$ cat config.mk
export PLATFORM = sky130hd
export DESIGN_NAME = auxmap_walker
export DESIGN_NICKNAME = d
export VERILOG_FILES = /design/src/rtl/auxwalk_pkg.sv /design/src/rtl/auxwalk_ptr_calc.sv /design/src/rtl/auxwalk_leaf_dec.sv /design/src/rtl/auxwalk_ctrl.sv /design/src/rtl/auxmap_walker.sv
export SDC_FILE = /design/constraint.sdc
export NUM_CORES = 1
export LEC_CHECK = 0
export CAP_MARGIN = 25
export CORE_ASPECT_RATIO = 0.75
export CORE_MARGIN = 1.5
export CORE_UTILIZATION = 38
export DETAILED_ROUTE_END_ITERATION = 12
export PLACE_DENSITY = 0.85
export SLEW_MARGIN = 20
export SYNTH_ARGS = -nofsm -noshare
export SYNTH_HDL_FRONTEND = slang
export SYNTH_SLANG_ARGS = --single-unit
export TNS_END_PERCENT = 5
$ cat constraint.sdc
create_clock -name clk -period 1.8 [get_ports clk]
set_input_delay 0.45 -clock clk [delete_from_list [all_inputs] [get_ports clk]]
set_output_delay 0.45 -clock clk [all_outputs]
set_load 0.1 [all_outputs]
$ cat src/rtl/auxwalk_pkg.sv
`timescale 1ns/1ps
package auxwalk_pkg;
  localparam int VA_W        = 48;
  localparam int ENT_W       = 64;
  localparam int ENTRY_SHIFT = 3;
  // index slices of the virtual address
  localparam int TOP_IDX_LSB = 36;
  localparam int TOP_IDX_W   = 12;
  localparam int MID_IDX_LSB = 24;
  localparam int MID_IDX_W   = 12;
  localparam int LEAF_IDX_LSB = 16;
  localparam int LEAF_IDX_W   = 8;
  // pointer alignment in each level's entry
  localparam int MID_PTR_LSB  = 15;
  localparam int LEAF_PTR_LSB = 13;
  localparam int AUX_LSB      = 8;
  // leaf attribute fields
  localparam int FMT_LSB   = 58;
  localparam int FMT_W     = 6;
  localparam int YCR_BIT   = 57;
  localparam int DEPTH_LSB = 54;
  localparam int DEPTH_W   = 3;
  localparam int TILE_LSB  = 52;
  localparam int TILE_W    = 2;
  localparam int TILE_MAX_LEGAL = 1;
  localparam int VALID_BIT = 0;

  typedef enum logic [2:0] {
    WK_IDLE  = 3'd0,
    WK_RD_L3 = 3'd1,
    WK_RD_L2 = 3'd2,
    WK_RD_L1 = 3'd3,
    WK_RESP  = 3'd4
  } walk_state_e;

  typedef struct packed {
    logic               fault;
    logic [ENT_W-1:0]   aux;
    logic [FMT_W-1:0]   fmt;
    logic [DEPTH_W-1:0] depth;
    logic [TILE_W-1:0]  tile;
    logic               ycr;
  } walk_rsp_t;
endpackage

$ cat src/rtl/auxwalk_ptr_calc.sv
`timescale 1ns/1ps
module auxwalk_ptr_calc #(
  parameter int AW          = 48,
  parameter int OW          = 64,
  parameter int IDX_W       = 12,
  parameter int PTR_LSB     = 15,
  parameter int ENTRY_SHIFT = 3
) (
  input  logic [AW-1:0]    tbl_ptr,
  input  logic [IDX_W-1:0] idx,
  output logic [OW-1:0]    rd_addr
);
  localparam logic [AW-1:0] PTR_MASK = ~((AW'(1) << PTR_LSB) - AW'(1));

  logic [AW-1:0] sum;

  assign sum     = (tbl_ptr & PTR_MASK) + (AW'(idx) << ENTRY_SHIFT);
  // canonical form: copy the top address bit upward
  assign rd_addr = {{(OW-AW){sum[AW-1]}}, sum};
endmodule

$ cat src/rtl/auxwalk_leaf_dec.sv
`timescale 1ns/1ps
module auxwalk_leaf_dec
  import auxwalk_pkg::*;
#(
  parameter int AW = VA_W,
  parameter int OW = ENT_W
) (
  input  logic [OW-1:0] entry,
  output walk_rsp_t     leaf
);
  localparam logic [AW-1:0] AUX_MASK = ~((AW'(1) << AUX_LSB) - AW'(1));

  logic [AW-1:0]     aux_raw;
  logic [TILE_W-1:0] tile;
  logic              bad;
  logic              unused_bits;

  assign aux_raw     = entry[AW-1:0] & AUX_MASK;
  assign tile        = entry[TILE_LSB +: TILE_W];
  assign bad         = !entry[VALID_BIT] || (tile > TILE_W'(TILE_MAX_LEGAL));
  assign unused_bits = ^{entry[TILE_LSB-1:AW], entry[AUX_LSB-1:1]};

  always_comb begin
    leaf = '0;
    if (bad) begin
      leaf.fault = 1'b1;
    end else begin
      leaf.aux   = {{(OW-AW){aux_raw[AW-1]}}, aux_raw};
      leaf.fmt   = entry[FMT_LSB +: FMT_W];
      leaf.depth = entry[DEPTH_LSB +: DEPTH_W];
      leaf.tile  = tile;
      leaf.ycr   = entry[YCR_BIT];
    end
  end
endmodule

$ cat src/rtl/auxwalk_ctrl.sv
`timescale 1ns/1ps
module auxwalk_ctrl
  import auxwalk_pkg::*;
#(
  parameter int AW = VA_W,
  parameter int OW = ENT_W
) (
  input  logic          clk,
  input  logic          rst_n,
  input  logic          req_valid,
  output logic          req_ready,
  input  logic [AW-1:0] req_vaddr,
  output logic [AW-1:0] va_q,
  input  logic [OW-1:0] top_addr,
  input  logic [OW-1:0] mid_addr,
  input  logic [OW-1:0] leaf_addr,
  input  walk_rsp_t     leaf,
  input  logic          entry_vld,
  output logic          mem_req_valid,
  input  logic          mem_req_ready,
  output logic [OW-1:0] mem_req_addr,
  input  logic          mem_rsp_valid,
  output logic          rsp_valid,
  input  logic          rsp_ready,
  output walk_rsp_t     rsp
);
  walk_state_e   st_q, st_d;
  logic          sent_q, sent_d;
  logic [OW-1:0] addr_q, addr_d;
  logic          addr_en, va_en, rsp_en;
  walk_rsp_t     rsp_q, rsp_d;
  logic          reading, got_word;

  assign reading  = (st_q == WK_RD_L3) || (st_q == WK_RD_L2) || (st_q == WK_RD_L1);
  assign got_word = reading && sent_q && mem_rsp_valid;

  always_comb begin
    st_d    = st_q;
    sent_d  = sent_q;
    addr_d  = addr_q;
    addr_en = 1'b0;
    va_en   = 1'b0;
    rsp_d   = rsp_q;
    rsp_en  = 1'b0;
    case (st_q)
      WK_IDLE: begin
        if (req_valid) begin
          va_en   = 1'b1;
          addr_en = 1'b1;
          addr_d  = top_addr;
          sent_d  = 1'b0;
          st_d    = WK_RD_L3;
        end
      end
      WK_RD_L3, WK_RD_L2, WK_RD_L1: begin
        if (!sent_q && mem_req_ready) sent_d = 1'b1;
        if (got_word) begin
          if (!entry_vld) begin
            rsp_en      = 1'b1;
            rsp_d       = '0;
            rsp_d.fault = 1'b1;
            st_d        = WK_RESP;
          end else begin
            case (st_q)
              WK_RD_L3: begin
                addr_en = 1'b1;
                addr_d  = mid_addr;
                sent_d  = 1'b0;
                st_d    = WK_RD_L2;
              end
              WK_RD_L2: begin
                addr_en = 1'b1;
                addr_d  = leaf_addr;
                sent_d  = 1'b0;
                st_d    = WK_RD_L1;
              end
              default: begin
                rsp_en = 1'b1;
                rsp_d  = leaf;
                st_d   = WK_RESP;
              end
            endcase
          end
        end
      end
      WK_RESP: begin
        if (rsp_ready) st_d = WK_IDLE;
      end
      default: st_d = WK_IDLE;
    endcase
  end

  always_ff @(posedge clk or negedge rst_n) begin
    if (!rst_n) begin
      st_q   <= WK_IDLE;
      sent_q <= 1'b0;
    end else begin
      st_q   <= st_d;
      sent_q <= sent_d;
    end
  end

  always_ff @(posedge clk or negedge rst_n) begin
    if (!rst_n)       addr_q <= '0;
    else if (addr_en) addr_q <= addr_d;
  end

  always_ff @(posedge clk or negedge rst_n) begin
    if (!rst_n)     va_q <= '0;
    else if (va_en) va_q <= req_vaddr;
  end

  always_ff @(posedge clk or negedge rst_n) begin
    if (!rst_n)      rsp_q <= '0;
    else if (rsp_en) rsp_q <= rsp_d;
  end

  assign req_ready     = (st_q == WK_IDLE);
  assign mem_req_valid = reading && !sent_q;
  assign mem_req_addr  = addr_q;
  assign rsp_valid     = (st_q == WK_RESP);
  assign rsp           = rsp_q;
endmodule

$ cat src/rtl/auxmap_walker.sv
`timescale 1ns/1ps
module auxmap_walker
  import auxwalk_pkg::*;
#(
  parameter int AW = VA_W,
  parameter int OW = ENT_W
) (
  input  logic                 clk,
  input  logic                 rst_n,
  input  logic [AW-1:0]        base_addr,
  input  logic                 req_valid,
  output logic                 req_ready,
  input  logic [AW-1:0]        req_vaddr,
  output logic                 mem_req_valid,
  input  logic                 mem_req_ready,
  output logic [OW-1:0]        mem_req_addr,
  input  logic                 mem_rsp_valid,
  input  logic [OW-1:0]        mem_rsp_data,
  output logic                 rsp_valid,
  input  logic                 rsp_ready,
  output logic                 rsp_fault,
  output logic [OW-1:0]        rsp_aux_addr,
  output logic [FMT_W-1:0]     rsp_fmt,
  output logic [DEPTH_W-1:0]   rsp_depth,
  output logic [TILE_W-1:0]    rsp_tile,
  output logic                 rsp_ycr
);
  logic [AW-1:0] va_q;
  logic [OW-1:0] top_addr, mid_addr, leaf_addr;
  walk_rsp_t     leaf, rsp;
  logic          unused_va;

  assign unused_va = ^{va_q[AW-1:TOP_IDX_LSB], va_q[LEAF_IDX_LSB-1:0]};

  auxwalk_ptr_calc #(.AW(AW), .OW(OW), .IDX_W(TOP_IDX_W), .PTR_LSB(0),
                     .ENTRY_SHIFT(ENTRY_SHIFT)) top_calc_i (
    .tbl_ptr (base_addr),
    .idx     (req_vaddr[TOP_IDX_LSB +: TOP_IDX_W]),
    .rd_addr (top_addr)
  );

  auxwalk_ptr_calc #(.AW(AW), .OW(OW), .IDX_W(MID_IDX_W), .PTR_LSB(MID_PTR_LSB),
                     .ENTRY_SHIFT(ENTRY_SHIFT)) mid_calc_i (
    .tbl_ptr (mem_rsp_data[AW-1:0]),
    .idx     (va_q[MID_IDX_LSB +: MID_IDX_W]),
    .rd_addr (mid_addr)
  );

  auxwalk_ptr_calc #(.AW(AW), .OW(OW), .IDX_W(LEAF_IDX_W), .PTR_LSB(LEAF_PTR_LSB),
                     .ENTRY_SHIFT(ENTRY_SHIFT)) leaf_calc_i (
    .tbl_ptr (mem_rsp_data[AW-1:0]),
    .idx     (va_q[LEAF_IDX_LSB +: LEAF_IDX_W]),
    .rd_addr (leaf_addr)
  );

  auxwalk_leaf_dec #(.AW(AW), .OW(OW)) leaf_dec_i (
    .entry (mem_rsp_data),
    .leaf  (leaf)
  );

  auxwalk_ctrl #(.AW(AW), .OW(OW)) ctrl_i (
    .clk           (clk),
    .rst_n         (rst_n),
    .req_valid     (req_valid),
    .req_ready     (req_ready),
    .req_vaddr     (req_vaddr),
    .va_q          (va_q),
    .top_addr      (top_addr),
    .mid_addr      (mid_addr),
    .leaf_addr     (leaf_addr),
    .leaf          (leaf),
    .entry_vld     (mem_rsp_data[VALID_BIT]),
    .mem_req_valid (mem_req_valid),
    .mem_req_ready (mem_req_ready),
    .mem_req_addr  (mem_req_addr),
    .mem_rsp_valid (mem_rsp_valid),
    .rsp_valid     (rsp_valid),
    .rsp_ready     (rsp_ready),
    .rsp           (rsp)
  );

  assign rsp_fault    = rsp.fault;
  assign rsp_aux_addr = rsp.aux;
  assign rsp_fmt      = rsp.fmt;
  assign rsp_depth    = rsp.depth;
  assign rsp_tile     = rsp.tile;
  assign rsp_ycr      = rsp.ycr;
endmodule

# == Word-level counts from Yosys, hierarchy flattened ==
# Index checks and enable logic that the tools add are counted.
# W data, S select, Z words.
# classes
addsub,3
n_mul,0
div,0
order_cmp,1
eq_ne,10
shift,0
mux,31
n_bitwise,0
reduce_logical,17
# op_table
cell,count
$pmux W64 S2,2
$mux W64,3
$mux W77,2
$add A48 B15 Y48,2
$mux W76,1
$add A48 B11 Y48,1
$mux W1,15
$mux W3,4
$pmux W3 S3,1
$eq A3 B2 Y1 const B,2
$ne A2 B2 Y1 const B,3
$pmux W3 S2,1
$reduce_and A6 Y1,1
$logic_and A1 B1 Y1,4
$ne A2 B1 Y1 const B,2
$pmux W1 S2,2
$reduce_and A4 Y1,1
$eq A3 B1 Y1 const B,1
$eq A3 B3 Y1 const B,1
$logic_not A3 Y1,1
$logic_or A1 B1 Y1,3
$ne A3 B1 Y1 const B,1
$reduce_and A3 Y1,1
$reduce_or A3 Y1,1
5 further kinds,6
# word_totals
regBits,181
latchBits,0
ramBits,0
rom_bits,0
output_inout_bits,144
mem_count,0

# == Longest topological paths before layout ==
# depth
ltp_word,8
mapped_depth,9

# == Hierarchy ==
# Synthesis repeated with hierarchy kept, for this count alone.
# hier_totals
cells_unflattened,1230
hier_area_um2,12421.9
# by_module_without_submodules
mod,instances,cells_per_inst,area_per_inst_um2,seq_area_each_um2
auxwalk_ctrl,1,823,9422.8,4829.6
auxwalk_ptr_calc (top_calc_i),1,188,1320.0,0.0
auxwalk_ptr_calc (leaf_calc_i ...),2,65,484.2,0.0
auxwalk_leaf_dec,1,89,710.7,0.0

# == Worst setup path after synthesis ==
# No wires, ideal clock.
# synth_path
kind,reg-to-reg
start,register ctrl_i.st_q[0]
end,"register ctrl_i.addr_q[18], in the netlist ctrl_i.mem_req_addr[18]"
setup_ps,137
arrival_time_ps,3684
setup_slack_ps,-2021
path_stages_with_launch,7
synth_period_minus_slack_ps,3821
path_cell_list,dfrtp_1 buf_2 nor3_1 and2_1 clkbuf_1 clkbuf_1 a21oi_1
# synth_lines
item,line_no,text
"start, declared",auxwalk_ctrl.sv:27,"walk_state_e st_q, st_d;"
"start signal, assigned",auxwalk_ctrl.sv:98,st_q <= st_d;
$logic_not A3 Y1 (*),-,
named net req_ready,auxmap_walker.sv:12,"output logic req_ready,"
"$pmux W1 S2, or another cell as far along",auxwalk_ctrl.sv:45,case (st_q)
$reduce_and A6 Y1 (no source line),-,
"end signal, assigned",auxwalk_ctrl.sv:105,else if (addr_en) addr_q <= addr_d;
"end, declared",auxwalk_ctrl.sv:29,"logic [OW-1:0] addr_q, addr_d;"
# The timed path passes the listed nets; every way through them passes the cells marked *. The select of a mux whose other input is x is not followed.
# A chain may end at the register's enable or synchronous reset.

# == Worst setup path after layout ==
# layout_path
start,input port req_vaddr[36]
end,"register ctrl_i.addr_q[41], in the netlist ctrl_i.mem_req_addr[41]"
# layout_between
elab_chain_len,3
# layout_rtl
item,line_no,text
"start, declared",auxmap_walker.sv:13,"input logic [AW-1:0] req_vaddr,"
$add A48 B15 Y48,auxwalk_ptr_calc.sv:17,assign sum = (tbl_ptr & PTR_MASK) + (AW'(idx) << ENTRY_SHIFT);
$mux W64,auxwalk_ctrl.sv:47,if (req_valid) begin
$pmux W64 S2,auxwalk_ctrl.sv:45,
# Every way passes these cells. The select of a mux whose other input is x is not followed.

==> flow_summary.ini <==
[final_layout]
nFillCells = 1067
final_cells = 1336
final_nets = 1252
drive_above_1_share = 0.396
synthToLayoutAreaGrowth_pct = 99.3

[setup_path]
crit_type = in2reg
critPathLaunchType = input pin
worst_ep_required_time_ns = 2.12
cp_max_fo = 8
arrival_ns = 2.33
endpoint_kind = flip-flop

[sta]
min_period_over_period = 1.12
final_max_slew_viol_count = 0
rsz0062_at_grt = true
hold_viol = 0
setup_slack_ns = -0.211
setup_viol = 39
min_period_ns = 2.01
setup_tns_ns = -4.64
max_freq_mhz = 497
clock_skew_ns = 0.0138

[route]
drtPass1Iterations = 5
drc = 0
wl_per_cell_um = 22.7
wl_met3_um = 2830
met2_length_um = 14800
drt_wl_total_um = 30300
drtIter0Drc = 668
via_count = 7514
postRouteAntennaNets = 0
drt-met1-wl_um = 11700
via_per_inst = 5.62
top_layer_used = met4

[place]
dp_hpwl_um = 20900
globalplace.congestion = 0.919
dpl_worst_slack_ns = -0.963
place_inst = 1272
portBuffers = 274

[floorplanning]
rows = 42
core_area_um2 = 17600
pin_count = 310
die_x_um = 157
initial_core_util = 0.387
die_y_um = 119
fp.dieArea_um2 = 18700

[synthesis]
synth_ff_type = dfrtp_1
synth.mux.area_fraction = 0.0103
syn-cell-area_um2 = 6790
synth-simple-area-share = 0.145
synth-xor-area-share = 0.0477
synthArstFlopShare = 1.00
synth_commonest_cells = 125 x dfrtp_1, 96 x nand2_1, 55 x a21oi_1
yosysUniqueCellTypes = 54
avgSynthCellArea_um2 = 9.52
yosysMostFrequentCell = dfrtp_1
ys_top_cells_by_area = dfrtp_1 46%, a22o_1 6.8%, nand2_1 5.3%
yosysTopAreaCell = dfrtp_1
netlist_instances = 713
synth_fa_ha_area_frac = 0.0251
synth_warnings = 0
synth_edf_count = 0
yosysTopAreaCellShare = 0.461
synth_compound_area_frac = 0.229
synth_top_family_by_area = compound AO/OA/AOI/OAI gates
ys_seq_area_frac = 0.461
ys_seq_elements = 125

[grt]
grt_pass1_wl_um = 45500
grtUsageTotal = 0.323
first_global_vias = 7724
grt_max_degree = 52
overflow = 0
antenna_found_initial = 7

[outcome]
status = finished with violations
violations = setup timing

[clocking]
clock_latency_ns = 0.42
cts.path.max_buffers = 2
cts_tree = built
clk_pin_slew_ns = 0.06
cts.sinks = 125
ctsRootBufferMaster = clkbuf_16
cts-buffers-inserted = 17
h-tree-depth = 4

[hold_path]
hp-class = reg2reg

[run]
cap_violations = 0
==> worst paths after layout <==
path | cells past startpoint | slack, ns | endpoint | start
hold reg to reg | 2 | 0.48 | ctrl_i.va_q[24]$_DFFE_PN0P_ | ctrl_i.va_q[24]$_DFFE_PN0P_
max in group asynchronous | 3 | 0.71 | ctrl_i.mem_req_addr[45]$_DFFE_PN0P_ | rst_n
min in group asynchronous | 2 | 0.49 | ctrl_i.rsp[41]$_DFFE_PN0P_ | rst_n
setup / recovery | 11 | -0.21 | ctrl_i.mem_req_addr[41]$_DFFE_PN0P_ | req_vaddr[36]
setup reg to reg | 7 | -0.09 | ctrl_i.mem_req_addr[37]$_DFFE_PN0P_ | ctrl_i.st_q[0]$_DFFE_PN0P_
hold / removal | 2 | 0.48 | ctrl_i.va_q[24]$_DFFE_PN0P_ | ctrl_i.va_q[24]$_DFFE_PN0P_
==> cell families (layout without fill, tap and decap cells) <==
kind of cell | after synthesis | in the layout
simple gates | 212 | 212
buf+inv | 105 | 471
compound gates | 213 | 213
xor+xnor | 37 | 37
fa+ha+maj | 13 | 13
mux | 7 | 7
flops | 125 | 125
other cells | 1 | 16
==> routing by layer <==
layer / vias to the layer above / GRT usage
met3: 89 / 0.0895
met5: - / 0
met1: 3731 / 0.404
met4: 0 / 0.109
li1: 3256 / -
met2: 438 / 0.536
==> flip-flops by register name, summed over array words and instances (netlist names) <==
register	count
ctrl_i.va_q	20
ctrl_i.mem_req_addr	48
ctrl_i.sent_q	1
ctrl_i.rsp	53
ctrl_i.st_q	3
==> area by class of cell <==
| type | count | area, um2 | area share |
|---|---|---|---|
| Timing Repair Buffer | 421 | 5520 | 0.408 |
| Antenna cell | 8 | 20.0 | 0.00148 |
| Tap cell | 242 | 303 | 0.0224 |
| Multi-Input combinational cell | 490 | 3830 | 0.283 |
| Clock buffer | 19 | 433 | 0.0320 |
| Inverter | 18 | 70.1 | 0.00518 |
| Sequential cell | 125 | 3130 | 0.231 |
| Clock inverter | 13 | 215 | 0.0159 |
==> cell usage in the layout (no fill, tap or decap), types with 5 or more instances in the layout <==
cell and instances:
a2111oi_4 14, a211oi_2 5, a21oi_1 47, a21oi_2 6
a22o_1 53, and3_1 9, and3_4 5, buf_12 151
buf_2 6, buf_4 111, buf_6 30, bufinv_16 5
clkbuf_16 17, clkdlybuf4s50_1 95, clkinv_4 5, conb_1 8
dfrtp_1 123, diode_2 8, dlygate4sd2_1 12, dlymetal6s2s_1 8
ha_4 12, inv_1 16, mux2i_1 5, nand2_1 91
nand3_1 19, nand4_1 5, nor2_1 39, nor3_1 5
o21ai_0 16, o21ai_1 9, o22ai_1 31, xnor2_1 31
==> critical path: stages <==
cell and delay [ns]:
buf_8 0.10, ha_4 0.15, fa_2 0.37, a211oi_2 0.21, o21bai_2 0.12, o21ai_4 0.21
buf_6 0.14, buf_16 0.14, a2111oi_4 0.09, xnor2_1 0.14, o22ai_1 0.21
==> what timing repair did <==
action | 4_1_cts | 5_1_grt
gates resized for setup | 178 | 64
buffers inserted | 15 | 6
pin swaps | 73 | 75
setup endpoints to repair | 74 | 103
gates cloned | 4 | 0
endpoints found under the hold margin | 26 | 0
hold buffers | 1 | 0
==> stage by stage <==
stage | hold slack [ns] | util | area (um2)
2_1_floorplan | 0.154 | - | 6930
3_3_place_gp | 0.347 | 0.682 | 12000
3_5_place_dp | 0.352 | 0.682 | 12000
4_1_cts | 0.482 | 0.758 | 13300
5_1_grt | 0.502 | 0.770 | 13500
6_report | 0.479 | 0.771 | 13500
Power is not shown: default switching activity piles up to over one toggle a cycle in this logic, so the estimate is an artifact.
